==> config.mk <==
export PLATFORM = sky130hd
export DESIGN_NAME = dcm_detector
export DESIGN_NICKNAME = d
export VERILOG_FILES = /design/src/rtl/dcm_pkg.sv /design/src/rtl/dcm_thresh_cmp.sv /design/src/rtl/dcm_hyst_state.sv /design/src/rtl/dcm_irq_latch.sv /design/src/rtl/dcm_detector.sv
export SDC_FILE = /design/constraint.sdc
export NUM_CORES = 1
export LEC_CHECK = 0
export BUFFER_PORTS_ARGS = -buffer_cell sky130_fd_sc_hd__clkbuf_2
export CAP_MARGIN = 20
export CORE_MARGIN = 2
export CORE_UTILIZATION = 54
export DETAILED_ROUTE_END_ITERATION = 6
export PLACE_DENSITY_LB_ADDON = 0.15
export SYNTH_ARGS = -nofsm -noshare
export SYNTH_HDL_FRONTEND = slang
export SYNTH_SLANG_ARGS = --single-unit
==> constraint.sdc <==
create_clock -name clk -period 4.7 [get_ports clk]
set_input_delay 0.705 -clock clk [delete_from_list [all_inputs] [get_ports clk]]
set_output_delay 0.705 -clock clk [all_outputs]
set_load 0.05 [all_outputs]
==> src/rtl/dcm_pkg.sv <==
// Package: shared types for the discontinuous-conduction detector.
// Assumes: nothing beyond IEEE 1800-2017.
package dcm_pkg;

    // Decision produced by the threshold comparator for one strobe.
    typedef enum logic [1:0] {
        DEC_HOLD  = 2'b00,
        DEC_SET   = 2'b01,
        DEC_CLEAR = 2'b10
    } hyst_dec_e;

endpackage

==> src/rtl/dcm_thresh_cmp.sv <==
// Module: dcm_thresh_cmp
// Forms the complement reference (full scale minus Da) and the lower and
// upper hysteresis thresholds in a widened signed range. It then compares
// Db against both and returns a set, clear or hold decision.
// Assumes: limits are non-negative, so the two thresholds never cross.
module dcm_thresh_cmp #(
    parameter int DUTY_W = 14
) (
    input  logic [DUTY_W-1:0] duty_a,
    input  logic [DUTY_W-1:0] duty_b,
    input  logic [DUTY_W-1:0] lim_lo,
    input  logic [DUTY_W-1:0] lim_hi,
    output dcm_pkg::hyst_dec_e dec
);
    localparam int EXT_W = DUTY_W + 3;

    logic signed [EXT_W-1:0] full_s;
    logic signed [EXT_W-1:0] comp_s;
    logic signed [EXT_W-1:0] lo_th_s;
    logic signed [EXT_W-1:0] hi_th_s;
    logic signed [EXT_W-1:0] db_s;

    // Widen operands with zero guard bits so that sums and differences cannot wrap.
    always_comb begin
        full_s  = $signed({2'b00, 1'b1, {DUTY_W{1'b0}}});
        comp_s  = full_s - $signed({3'b000, duty_a});
        lo_th_s = comp_s - $signed({3'b000, lim_lo});
        hi_th_s = comp_s + $signed({3'b000, lim_hi});
        db_s    = $signed({3'b000, duty_b});
    end

    // Strict comparisons: a value equal to either threshold gives hold.
    always_comb begin
        if (db_s < lo_th_s)
            dec = dcm_pkg::DEC_SET;
        else if (db_s > hi_th_s)
            dec = dcm_pkg::DEC_CLEAR;
        else
            dec = dcm_pkg::DEC_HOLD;
    end
endmodule

==> src/rtl/dcm_hyst_state.sv <==
// Module: dcm_hyst_state
// Holds the raw detect bit and applies the comparator decision only on a
// strobe cycle. It also flags the cycle in which the bit is about to rise.
// Assumes: synchronous active-low reset; the strobe is at most one cycle long.
module dcm_hyst_state (
    input  logic               clk,
    input  logic               rst_n,
    input  logic               cmp_stb,
    input  dcm_pkg::hyst_dec_e dec,
    output logic               raw_q,
    output logic               rise_evt
);
    logic raw_d;

    // Next raw value: the decision takes effect only under the strobe.
    always_comb begin
        raw_d = raw_q;
        if (cmp_stb) begin
            unique case (dec)
                dcm_pkg::DEC_SET:   raw_d = 1'b1;
                dcm_pkg::DEC_CLEAR: raw_d = 1'b0;
                default:            raw_d = raw_q;
            endcase
        end
    end

    // A 0-to-1 transition on the coming edge marks a new entry into the mode.
    assign rise_evt = raw_d & ~raw_q;

    // Raw detect register with synchronous reset.
    always_ff @(posedge clk) begin
        if (!rst_n)
            raw_q <= 1'b0;
        else
            raw_q <= raw_d;
    end
endmodule

==> src/rtl/dcm_irq_latch.sv <==
// Module: dcm_irq_latch
// Sticky interrupt status: set by an enabled rise event, cleared by a
// write-one pulse. A set in the same cycle as a clear wins.
// Assumes: synchronous active-low reset.
module dcm_irq_latch (
    input  logic clk,
    input  logic rst_n,
    input  logic rise_evt,
    input  logic irq_en,
    input  logic stat_clr,
    output logic stat_q
);
    // Status register: the set term is given priority over the clear.
    always_ff @(posedge clk) begin
        if (!rst_n)
            stat_q <= 1'b0;
        else if (rise_evt && irq_en)
            stat_q <= 1'b1;
        else if (stat_clr)
            stat_q <= 1'b0;
    end
endmodule

==> src/rtl/dcm_detector.sv <==
// Module: dcm_detector (top)
// Detects discontinuous conduction by comparing Db against the moving
// reference full-scale minus Da, with separate set and clear margins.
// Outputs a raw level, a sticky status and a gated interrupt.
// Assumes: one strobe per switching period, with inputs stable during the strobe cycle.
module dcm_detector #(
    parameter int DUTY_W = 14
) (
    input  logic              clk,
    input  logic              rst_n,
    input  logic              cmp_stb,
    input  logic [DUTY_W-1:0] duty_a,
    input  logic [DUTY_W-1:0] duty_b,
    input  logic [DUTY_W-1:0] lim_lo,
    input  logic [DUTY_W-1:0] lim_hi,
    input  logic              irq_en,
    input  logic              stat_clr,
    output logic              dcm_raw,
    output logic              dcm_stat,
    output logic              dcm_irq
);
    dcm_pkg::hyst_dec_e dec;
    logic               rise_evt;

    dcm_thresh_cmp #(.DUTY_W(DUTY_W)) u_cmp (
        .duty_a (duty_a),
        .duty_b (duty_b),
        .lim_lo (lim_lo),
        .lim_hi (lim_hi),
        .dec    (dec)
    );

    dcm_hyst_state u_state (
        .clk      (clk),
        .rst_n    (rst_n),
        .cmp_stb  (cmp_stb),
        .dec      (dec),
        .raw_q    (dcm_raw),
        .rise_evt (rise_evt)
    );

    dcm_irq_latch u_irq (
        .clk      (clk),
        .rst_n    (rst_n),
        .rise_evt (rise_evt),
        .irq_en   (irq_en),
        .stat_clr (stat_clr),
        .stat_q   (dcm_stat)
    );

    // Interrupt line: the sticky status qualified by the enable.
    assign dcm_irq = dcm_stat & irq_en;
endmodule

**Yosys cells after proc, flatten, opt, wreduce, memory -nomap -nowiden**

Index checks and enable logic that the tools add are counted.
Widths: inputs -> output; s select.

- Mux-type cells: 6
- Order comparisons: 2
- Bitwise operators: 3
- Eq/ne operators: 2
- Reduce and logical (&&, ||, !) cells: 2
- Add/sub/neg operators: 3

Operators by type and width:

| kind | count |
|---|---|
| $add 17x15->17 | 1 |
| $gt 15x17->1 | 1 |
| $lt 15x17->1 | 1 |
| $sub 17x15->17 | 1 |
| $sub 15x14->16 const A | 1 |
| $mux 2 | 2 |
| $mux 1 | 3 |
| $and 1x1->1 | 2 |
| $eq 2x1->1 const B | 1 |
| $eq 2x2->1 const B | 1 |
| $pmux 1 s2 | 1 |
| $reduce_bool 2->1 | 1 |
| $logic_and 1x1->1 | 1 |
| $not 1->1 | 1 |

- Output and inout port bits: 3
- Flip-flop bits (word level): 2

**Longest topological paths before layout**

Gate-level depths: netlist of the first run.

- Word-level depth: 11
- Depth in mapped cells: 21
- Mapped depth without buffers: 21

**Cells and area by module**

A second synthesis of the first run with hierarchy kept.

- Cells, all modules: 301
- Area, all modules: 2307.2 um^2

By module, submodules not included:

| module | seq. area each (um^2) | cells an instance | instances | area an instance (um^2) |
|---|---|---|---|---|
| dcm_thresh_cmp | 0.0 | 288 | 1 | 2183.3 |
| dcm_hyst_state | 20.0 | 8 | 1 | 76.3 |
| dcm_irq_latch | 20.0 | 4 | 1 | 41.3 |
| dcm_detector | 0.0 | 1 | 1 | 6.3 |

**Least setup slack after synthesis of the first run**

OpenSTA, ideal clock, no wires.

- Path kind: input to register
- From: input port duty_a[2]
- To: register u_irq.stat_q
- Slack: 0.394 ns
- Stages: 19
- Setup time: 0.061 ns
- Buffers on the path: 0
- Data arrival time: 4.245 ns
- Path through: nor2_2 -> nand3_1 -> or3_1 -> and2_1 -> ha_1 -> o21a_1 -> o21ai_1 -> a221oi_2 -> a21boi_0 -> xor2_1 -> ha_1 -> a21o_1 -> a21o_1 -> a2111oi_0 -> a21oi_1 -> o22ai_1 -> nor4_1 -> a211oi_1 -> a32o_1

- Word-level cells in the longest chain between the ends: 11
- Elaborated cells between the ends (all ways): 15

RTL lines:

| element | RTL line | RTL |
|---|---|---|
| start: declaration | dcm_detector.sv:12 | `input logic [DUTY_W-1:0] duty_a,` |
| $sub 15x14->16 (*) | dcm_thresh_cmp.sv:26 | `comp_s = full_s - $signed({3'b000, duty_a});` |
| $add 17x15->17 | dcm_thresh_cmp.sv:28 | `hi_th_s = comp_s + $signed({3'b000, lim_hi});` |
| $gt 15x17->1 | dcm_thresh_cmp.sv:36 | `else if (db_s > hi_th_s)` |
| $mux 2 | dcm_thresh_cmp.sv:36 |  |
| $mux 2 (*) | dcm_thresh_cmp.sv:34 | `if (db_s < lo_th_s)` |
| $eq 2x2->1 / $eq 2x1->1 (equally long branches) | dcm_hyst_state.sv:19 | `unique case (dec)` |
| $pmux 1 s2 (*) | dcm_hyst_state.sv:19 |  |
| $mux 1 (*) | dcm_hyst_state.sv:18 | `if (cmp_stb) begin` |
| $and 1x1->1 (*) | dcm_hyst_state.sv:28 | `assign rise_evt = raw_d & ~raw_q;` |
| $logic_and 1x1->1 (*) | dcm_irq_latch.sv:17 | `else if (rise_evt && irq_en)` |
| $mux 1 / $reduce_bool 2->1 (equally long branches) | -- |  |
| end signal: assignment | dcm_irq_latch.sv:16 | `stat_q <= 1'b0;` |
| end signal: assignment | dcm_irq_latch.sv:18 | `stat_q <= 1'b1;` |
| end signal: assignment | dcm_irq_latch.sv:20 | `stat_q <= 1'b0;` |
| end: declaration | dcm_irq_latch.sv:11 | `output logic stat_q` |

Mark *: on every way between the ends. The rest lies on a longest branch, timed or not.
A chain may end at the register's enable or synchronous reset.

**Final worst setup path of the first run**

Same ends and word-level chain as after synthesis.

==> flow_summary.yaml, run 1 <==
clock_network:
  cts_hold_buf: 0
  cts.htree.levels: 1
  cts_root_buffer: "clkbuf_8"
  cts_resized: 0
  post_cts_buffers: 0
  cts_tree: "yes"
  clk_pin_slew_ps: 30
  clk_path_buf_depth: 2
  cts_made_buffers: 3
  clk_latency_ps: 210
  clkSinkCount: 2
grt:
  grt_max_degree: 6
  grt_first_pass_wirelength_um: 9240
  grt_overflow: 0
  first_global_vias: 2108
  grt_use_total_pct: 25.9
  antenna_found_initial: 0
cells_and_area:
  antennaDiodeCount: 0
  nNetsFinal: 493
  area_growth_pct: 25.9
  mostFrequentLayoutCell: "clkbuf_2"
  drive_gt1_share_pct: 28.3
  fin_cells: 418
  postLayoutCoreUtil_pct: 70.2
  final_cell_mix: "clkbuf_2, ha_1, inv_1"
detailed_routing:
  via_count: 2369
  antenna_left: 0
  drc: 0
  wl_per_cell_um: 13.9
  vias_per_cell: 5.67
  wirelength_um: 5830
  dr.pass1.iters: 4
  drt_iter0_markers: 117
placed_design:
  port_buffers: 63
  place_inst: 415
  gp_congestion: 0.881
  hpwl_um: 5060
critical_path:
  start_kind: "input port"
  critPathKind: "in2reg"
  critPathArrivalTime_ps: 4550
  r2r_end: "u_irq.stat_q"
  rrSetupSlack_ps: 3990
  crit_path_end_kind: "flop"
  cp_cell_sequence: "clkbuf_2 > nor2_2 > nand3_1 > or3_1 > and2_1 > ha_1 > o21a_1 > o21ai_2 > a221oi_2 > buf_4 > or2_2 > ha_1 > nand3_1 > nor3_2 > o31ai_1 > a21oi_1 > o22ai_2 > nor4_2 > a211oi_2 > a32o_1"
  cpPeakStageDelay_ps: 370
  cp.required_ps: 4800
  path_max_fanout: 3
  r2r_start: "u_state.raw_q"
  cpMaxStageDelayCell: "or3_1"
  reg2reg_depth: 2
timing:
  layout_min_cycle_time_ps: 4450
  hold_viol_final: 0
  finalClockSkew_ps: 2.35
  setup_viol: 0
  rsz0062_at_grt: "no"
  slew_headroom_pct: 65.7
  worst_slew_pin_slew_ps: 508
  fmax_ghz: 0.225
  slew_viol_final: 0
  post-route-period-util_pct: 94.7
power:
  power.density_nw_per_um2: 180
  power_mw: 0.505
  p_leak_nw: 1.44
  ir_worst_vdd_v: 0.0000804
logic_synthesis:
  synth_nets: 413
  yosysTopAreaCell: "ha_1"
  synth_edf_count: 0
  synth_area_leaders: "ha_1, xnor2_1, xor2_1, a21oi_1, inv_1"
  synth.distinct_cells: 53
  async_flop_share_pct: 0
  synth_ff_type: "dfxtp_1"
  synth_seq_area_share_pct: 1.80
  synth_seq_cells: 2
  synthCells: 290
  synth_top_area_share_pct: 33.7
  yosysWarnings: 0
  synth.avg_cell_area_um2: 7.69
  synth_area_um2: 2230
min_path:
  min_path_type: "reg2reg"
  whs_endpoint: "u_irq.stat_q"
  min_from: "u_irq.stat_q"
  whs_path_depth: 1
floorplan:
  initial_utilization_pct: 55.7
  core_um2: 4000
  dieArea_um2: 4660
  die_h_um: 68.3
  fp.dieW_um: 68.3
  io_pins: 64
  rows: 23
status:
  status: "complete, no violations"
run:
  maxCapViolCount: 0
[layer usage]
metal / up-vias / GRT usage [%] / share of wire (%)
met2: 60 / 42.4 / 46
met4: 0 / 2.50 / 0.72
met1: 1077 / 38.0 / 48
li1: 1224 / - / -
met5: - / 0 / 0
met3: 8 / 1.97 / 4.7
[layout make-up]
class                   instances  area (um2)
fillers                       365        1190
repair buffers                 75         405
flip-flops and latches          2        40.0
clock buffers                   3        41.3
well taps                      50        62.6
multi-input cells             260        2150
inverters                      28         105
[report_power, final]
group          internal [mW]  switching [mW]
combinational          0.194           0.223
sequential            0.0187         0.00109
clock                 0.0542          0.0136
[flip-flops by register name, summed over array words and instances (netlist names)]
register / cells
u_state.raw_q: 1
u_irq.stat_q: 1
[synth_stat cells (4+ instances only)]
library cell  instances
nand2_1              16
o21ai_0              13
nor3_1               13
ha_1                 60
and2_1                4
nor2_1               16
a31oi_1               4
nor2b_1               6
nor4_1                5
nand3_1               5
a21oi_1              22
inv_1                28
a21o_1                8
nand2b_1              8
o21a_1                4
xor2_1               14
xnor2_1              19
[per-stage QoR]
| step | TNS (ps) | hold slack, ps | worst slack [ps] | instance area (um2) |
|---|---|---|---|---|
| 4_1_cts | 0 | 506 | 103 | 2740 |
| 2_1_floorplan | 0 | 756 | 394 | 2230 |
| 3_3_place_gp | -53.1 | 505 | -53.1 | 2700 |
| 5_1_grt | 0 | 528 | 1.81 | 2810 |
| 6_report | 0 | 507 | 247 | 2810 |
| 3_5_place_dp | -131 | 499 | -102 | 2700 |
[worst max path at each step]
stage                    from            end  slack [ps]
global placement    duty_a[0]  u_state.raw_q         -50
CTS                 duty_a[0]  u_state.raw_q         100
finish              duty_a[2]   u_irq.stat_q         250
global route        duty_a[2]   u_irq.stat_q           2
floorplan           duty_a[2]   u_irq.stat_q         390
detailed placement  duty_a[0]  u_state.raw_q        -100
[cell families (layout without fill, tap and decap cells)]
family | Yosys count | count (layout) | synth area share, %
AND/OR/NAND/NOR | 87 | 87 | 20.7
AO/OA/AOI/OAI | 78 | 78 | 24.4
adder cells (fa/ha/maj) | 62 | 62 | 35.5
XOR/XNOR | 33 | 33 | 13.0
buffers and inverters | 28 | 106 | 4.71
flip-flops | 2 | 2 | 1.80
[critical path, delay by kind of cell]
kind                     cells  cell delay [ps]
AND/OR/NAND/NOR              8             1690
AO/OA/AOI/OAI                8             1270
adder cells (fa/ha/maj)      2              620
buffers and inverters        2              260
No activity file was read; power rests on OpenSTA's default activity.
==> run 2, diff against run 1 <==
Settings changed: CTS_CLUSTER_DIAMETER set to 150, PLACE_DENSITY set to 0.84, PLACE_DENSITY_LB_ADDON 0.15 to not set.
==> flow_summary.yaml, run 2 (synthesis gave the netlist of run 1 again) <==
status:
  status: "complete, no violations"
floorplan:
  die_h_um: 68.3
  rows: 23
  dieArea_um2: 4660
  initial_utilization_pct: 55.7
  core_um2: 4000
  fp.dieW_um: 68.3
  io_pins: 64
timing:
  fmax_ghz: 0.224
  slew_viol_final: 0
  layout_min_cycle_time_ps: 4460
  hold_viol_final: 0
  slew_headroom_pct: 68.7
  setup_viol: 0
  rsz0062_at_grt: "no"
  worst_slew_pin_slew_ps: 464
  hold_ws_ps: 520
  post-route-period-util_pct: 94.8
  finalClockSkew_ps: 0.0458
  finalSetupTns_ps: 0
cells_and_area:
  area_growth_pct: 25.8
  top_regs: "u_irq.stat_q: 1 flops, u_state.raw_q: 1 flops"
  drive_gt1_share_pct: 27.5
  antennaDiodeCount: 0
  nNetsFinal: 496
  postLayoutCoreUtil_pct: 70.1
  final_cell_mix: "clkbuf_2, ha_1, inv_1"
  mostFrequentLayoutCell: "clkbuf_2"
  final_area_um2: 2800
  fill_cells: 335
critical_path:
  cp.required_ps: 4850
  critPathKind: "in2reg"
  path_max_fanout: 3
  crit_path_end_kind: "flop"
  r2r_end: "u_irq.stat_q"
  critPathArrivalTime_ps: 4610
  r2r_start: "u_state.raw_q"
  rrSetupSlack_ps: 3960
  start_kind: "input port"
  reg2reg_depth: 2
power:
  ir_worst_vdd_v: 0.0000824
  power_mw: 0.504
  p_leak_nw: 1.45
  power.density_nw_per_um2: 180
clock_network:
  cts.htree.levels: 1
  cts_made_buffers: 3
  cts_tree: "yes"
  clk_latency_ps: 210
  clk_pin_slew_ps: 30
  cts_hold_buf: 0
  cts_root_buffer: "clkbuf_8"
  clkSinkCount: 2
  clk_path_buf_depth: 2
detailed_routing:
  drt_iter0_markers: 87
  drc: 0
  vias_per_cell: 5.78
  dr.pass1.iters: 4
  antenna_left: 0
  wirelength_um: 5980
  via_count: 2432
  wl_per_cell_um: 14.2
run:
  maxCapViolCount: 0
placed_design:
  hpwl_um: 5110
  port_buffers: 63
  gp_congestion: 0.869
  dpl-instance-area_um2: 2720
grt:
  grt_use_total_pct: 25.1
  grt_first_pass_wirelength_um: 9030
  antenna_found_initial: 0
  grt_overflow: 0
  first_global_vias: 2182
  grt_max_degree: 6
min_path:
  min_path_type: "reg2reg"
  min_from: "u_irq.stat_q"
  whs_path_depth: 1
  whs_endpoint: "u_irq.stat_q"
run 2: stage by stage:
stage	setup slack [ps]	instances
finish	243	421
global route	5.96	421
CTS	48.5	421
detailed placement	-123	418
global placement	54.4	418
floorplan	394	290
run 2: cell type report:
class / instances / area, um2 / share of cell area (%)
Inverter: 28 / 105 / 3.75
Tap cell: 50 / 62.6 / 2.23
Multi-Input combinational cell: 260 / 2130 / 75.9
Timing Repair Buffer: 78 / 428 / 15.3
Clock buffer: 3 / 41.3 / 1.47
Sequential cell: 2 / 40.0 / 1.43
run 2: routing by layer:
metal  track usage (%)  share of wire [%]  vias up
met5                 0                  0        -
met4              3.50                1.1        0
met3              1.32                6.9       12
met2              46.5                 49       85
met1              32.6                 43     1103
li1                  -                  -     1232
run 2: power by group:
group,internal (mW),switching (mW)
logic,0.194,0.222
registers,0.0187,0.00131
clock network,0.0542,0.0135
run 2: timing repair:
action | 4_1_cts | 5_1_grt
resized for setup | 0 | 11
buffers inserted | 0 | 0
setup endpoints to repair | 0 | 2
run 2: how the worst max path moves through the flow:
stage                   start           end  slack (ps)  cells after the start
finish              duty_a[2]  u_irq.stat_q         240                     20
global route        duty_a[2]  u_irq.stat_q           6                     20
CTS                 duty_a[2]  u_irq.stat_q          50                     20
detailed placement  duty_a[2]  u_irq.stat_q        -120                     20
global placement    duty_a[2]  u_irq.stat_q          50                     20
floorplan           duty_a[2]  u_irq.stat_q         390                     19
run 2: critical path, cell delays in order:
cell,delay [ps]
clkbuf_2,110
nor2_2,120
nand3_1,90
or3_1,360
and2_1,200
ha_1,340
o21a_1,180
o21ai_1,100
a221oi_2,360
a21boi_1,130
xor2_1,150
ha_1,300
a21o_1,190
a21o_1,200
a2111oi_2,270
a21oi_1,120
o22ai_2,170
a21oi_1,110
a211oi_2,240
a32o_1,160
==> run 3, diff against run 2 <==
Settings changed: CORE_UTILIZATION 54 to 55, SYNTH_HIERARCHICAL set to 1.
==> flow_summary.yaml, run 3 <==
logic_synthesis:
  synth_area_leaders: "ha_1, xor2_1, a21oi_1, xnor2_1, nand2_1"
  yosysTopAreaCell: "ha_1"
  synthAdderAreaFrac_pct: 34.8
  synth_compound_area_share_pct: 24.0
  synth_area_um2: 2310
  synth_common_cells: "ha_1, nand2_1, a21oi_1"
  yosysWarnings: 6
  yosys.area_share.xor_xnor_pct: 11.4
  synth_seq_area_share_pct: 1.74
  synth.avg_cell_area_um2: 7.67
  synth_nets: 425
  synth_top_area_share_pct: 33.1
  synth_top_family_by_area: "adder cells"
  yosysMostFrequentCell: "ha_1"
  synthCells: 301
  async_flop_share_pct: 0
  synth.distinct_cells: 54
  synth_ff_type: "dfxtp_1"
  synth_simple_gate_area_share_pct: 23.8
  synth_edf_count: 0
  synth_seq_cells: 2
  synth.mux.area_fraction_pct: 0.434
power:
  ir_worst_vdd_v: 0.000149
  power.density_nw_per_um2: 183
  p_leak_nw: 1.77
placed_design:
  gp_congestion: 0.896
  port_buffers: 63
  hpwl_um: 5890
  dpl-instance-area_um2: 3160
  place_inst: 466
  place_ws_ps: -427
grt:
  grt_overflow: 0
  grt_use_total_pct: 30.9
  grt_max_degree: 7
  first_global_vias: 2704
  antenna_found_initial: 0
  grt_first_pass_wirelength_um: 11200
cells_and_area:
  final_area_um2: 3400
  mostFrequentLayoutCell: "clkbuf_2"
  drive_gt1_share_pct: 40.3
  postLayoutCoreUtil_pct: 84.3
  fin_cells: 474
  area_growth_pct: 47.3
  nNetsFinal: 550
  antennaDiodeCount: 0
  final_cell_mix: "clkbuf_2, buf_4, ha_1"
  top_regs: "u_irq/stat_q: 1 flops, u_state/raw_q: 1 flops"
floorplan:
  core_um2: 4030
  initial_utilization_pct: 57.3
  dieArea_um2: 4730
  rows: 23
  fp.dieW_um: 68.8
  io_pins: 64
  die_h_um: 68.8
timing:
  layout_min_cycle_time_ps: 5030
  finalClockSkew_ps: 5.89
  fmax_ghz: 0.199
  layout_setup_ws_ps: -335
  worst_slew_pin_slew_ps: 539
  rsz0062_at_grt: "yes"
  hold_viol_final: 0
  slew_headroom_pct: 64.1
  slew_viol_final: 0
  hold_ws_ps: 469
  setup_viol: 2
  post-route-period-util_pct: 107
min_path:
  min_path_type: "reg2reg"
critical_path:
  rrSetupSlack_ps: 3940
  cpPeakStageDelay_ps: 510
  critPathArrivalTime_ps: 5180
  path_max_fanout: 3
  critPathKind: "in2reg"
  start_kind: "input port"
  worst_path_most_repeated_cell: "ha_4"
  cp.required_ps: 4850
  cpMaxStageDelayCell: "or4b_4"
  crit_path_end_kind: "flop"
detailed_routing:
  drt_iter0_markers: 143
  antenna_left: 0
  drc: 0
  dr.pass1.iters: 7
  via_count: 2826
  wl_per_cell_um: 16.1
  wirelength_um: 7640
  vias_per_cell: 5.96
clock_network:
  clk_pin_slew_ps: 30
  cts_tree: "yes"
  clkSinkCount: 2
  clk_path_buf_depth: 2
  cts_made_buffers: 3
  cts_root_buffer: "clkbuf_8"
  clk_latency_ps: 210
  cts.htree.levels: 1
run:
  maxCapViolCount: 0
status:
  status: "complete, but fails checks"
  violations: "setup timing"
## run 3: cell count changes in the layout (fill, tap and decap cells not counted), moves of 4 or more
| cell | delta |
|---|---|
| buf_4 | +42 |
| a21oi_1 | +4 |
| xnor2_1 | -7 |
| nor3_1 | -9 |
| ha_4 | +6 |
| ha_1 | -4 |
| inv_1 | -7 |
| nand2_1 | +11 |
## run 3: final timing paths
path,depth (start not counted),startpoint,endpoint
worst max-delay path,26,duty_a[1],u_irq/stat_q
worst min-delay path,2,u_state/raw_q,u_state/raw_q
worst max register to register,3,u_state/raw_q,u_irq/stat_q
worst min register to register,2,u_state/raw_q,u_state/raw_q
## run 3: critical path, delay by kind of cell
| family | cells | cell delay [ps] |
|---|---|---|
| AND/OR/NAND/NOR | 9 | 1580 |
| AO/OA/AOI/OAI | 9 | 1620 |
| buffers and inverters | 3 | 240 |
| XOR/XNOR | 1 | 180 |
| adder cells (fa/ha/maj) | 4 | 850 |
## run 3: through the flow
stage               total power [mW]  setup TNS (ps)
global placement               0.475            -495
CTS                            0.592            -186
finish                         0.623            -601
floorplan                      0.324               0
global route                   0.677            -909
detailed placement             0.497            -769
## run 3: layer usage
layer	share of wire (%)	routed length (um)	global-route usage, %	vias to the layer above
met5	0	0	0	-
met4	4.2	320	8.33	0
met3	6.1	466	3.57	35
met2	51	3880	61.8	152
met1	39	2980	33.8	1292
li1	-	-	-	1347
## run 3: power by group
group          internal, mW  total [mW]  switching, mW
sequential           0.0179      0.0184       0.000503
clock                0.0543      0.0693         0.0149
combinational         0.262       0.535          0.273
total                 0.335       0.623          0.288
## run 3: kinds of logic after synthesis
logic type	after synthesis
simple gates	98
compound gates	83
fa+ha+maj	63
xor+xnor	30
buf+inv	24
flops	2
mux	1
## run 3: cell type report
type | count | area, um2
Multi-Input combinational cell | 275 | 2420
Timing Repair Buffer | 120 | 743
Fill cell | 233 | 631
Inverter | 24 | 95.1
Tap cell | 50 | 62.6
Clock buffer | 3 | 41.3
Sequential cell | 2 | 40.0
## run 3: repair_timing
item,4_1_cts,5_1_grt
buffers inserted,4,1
pin swaps,7,4
gates resized for setup,17,9
setup endpoints to repair,2,2
hold buffers,0,0
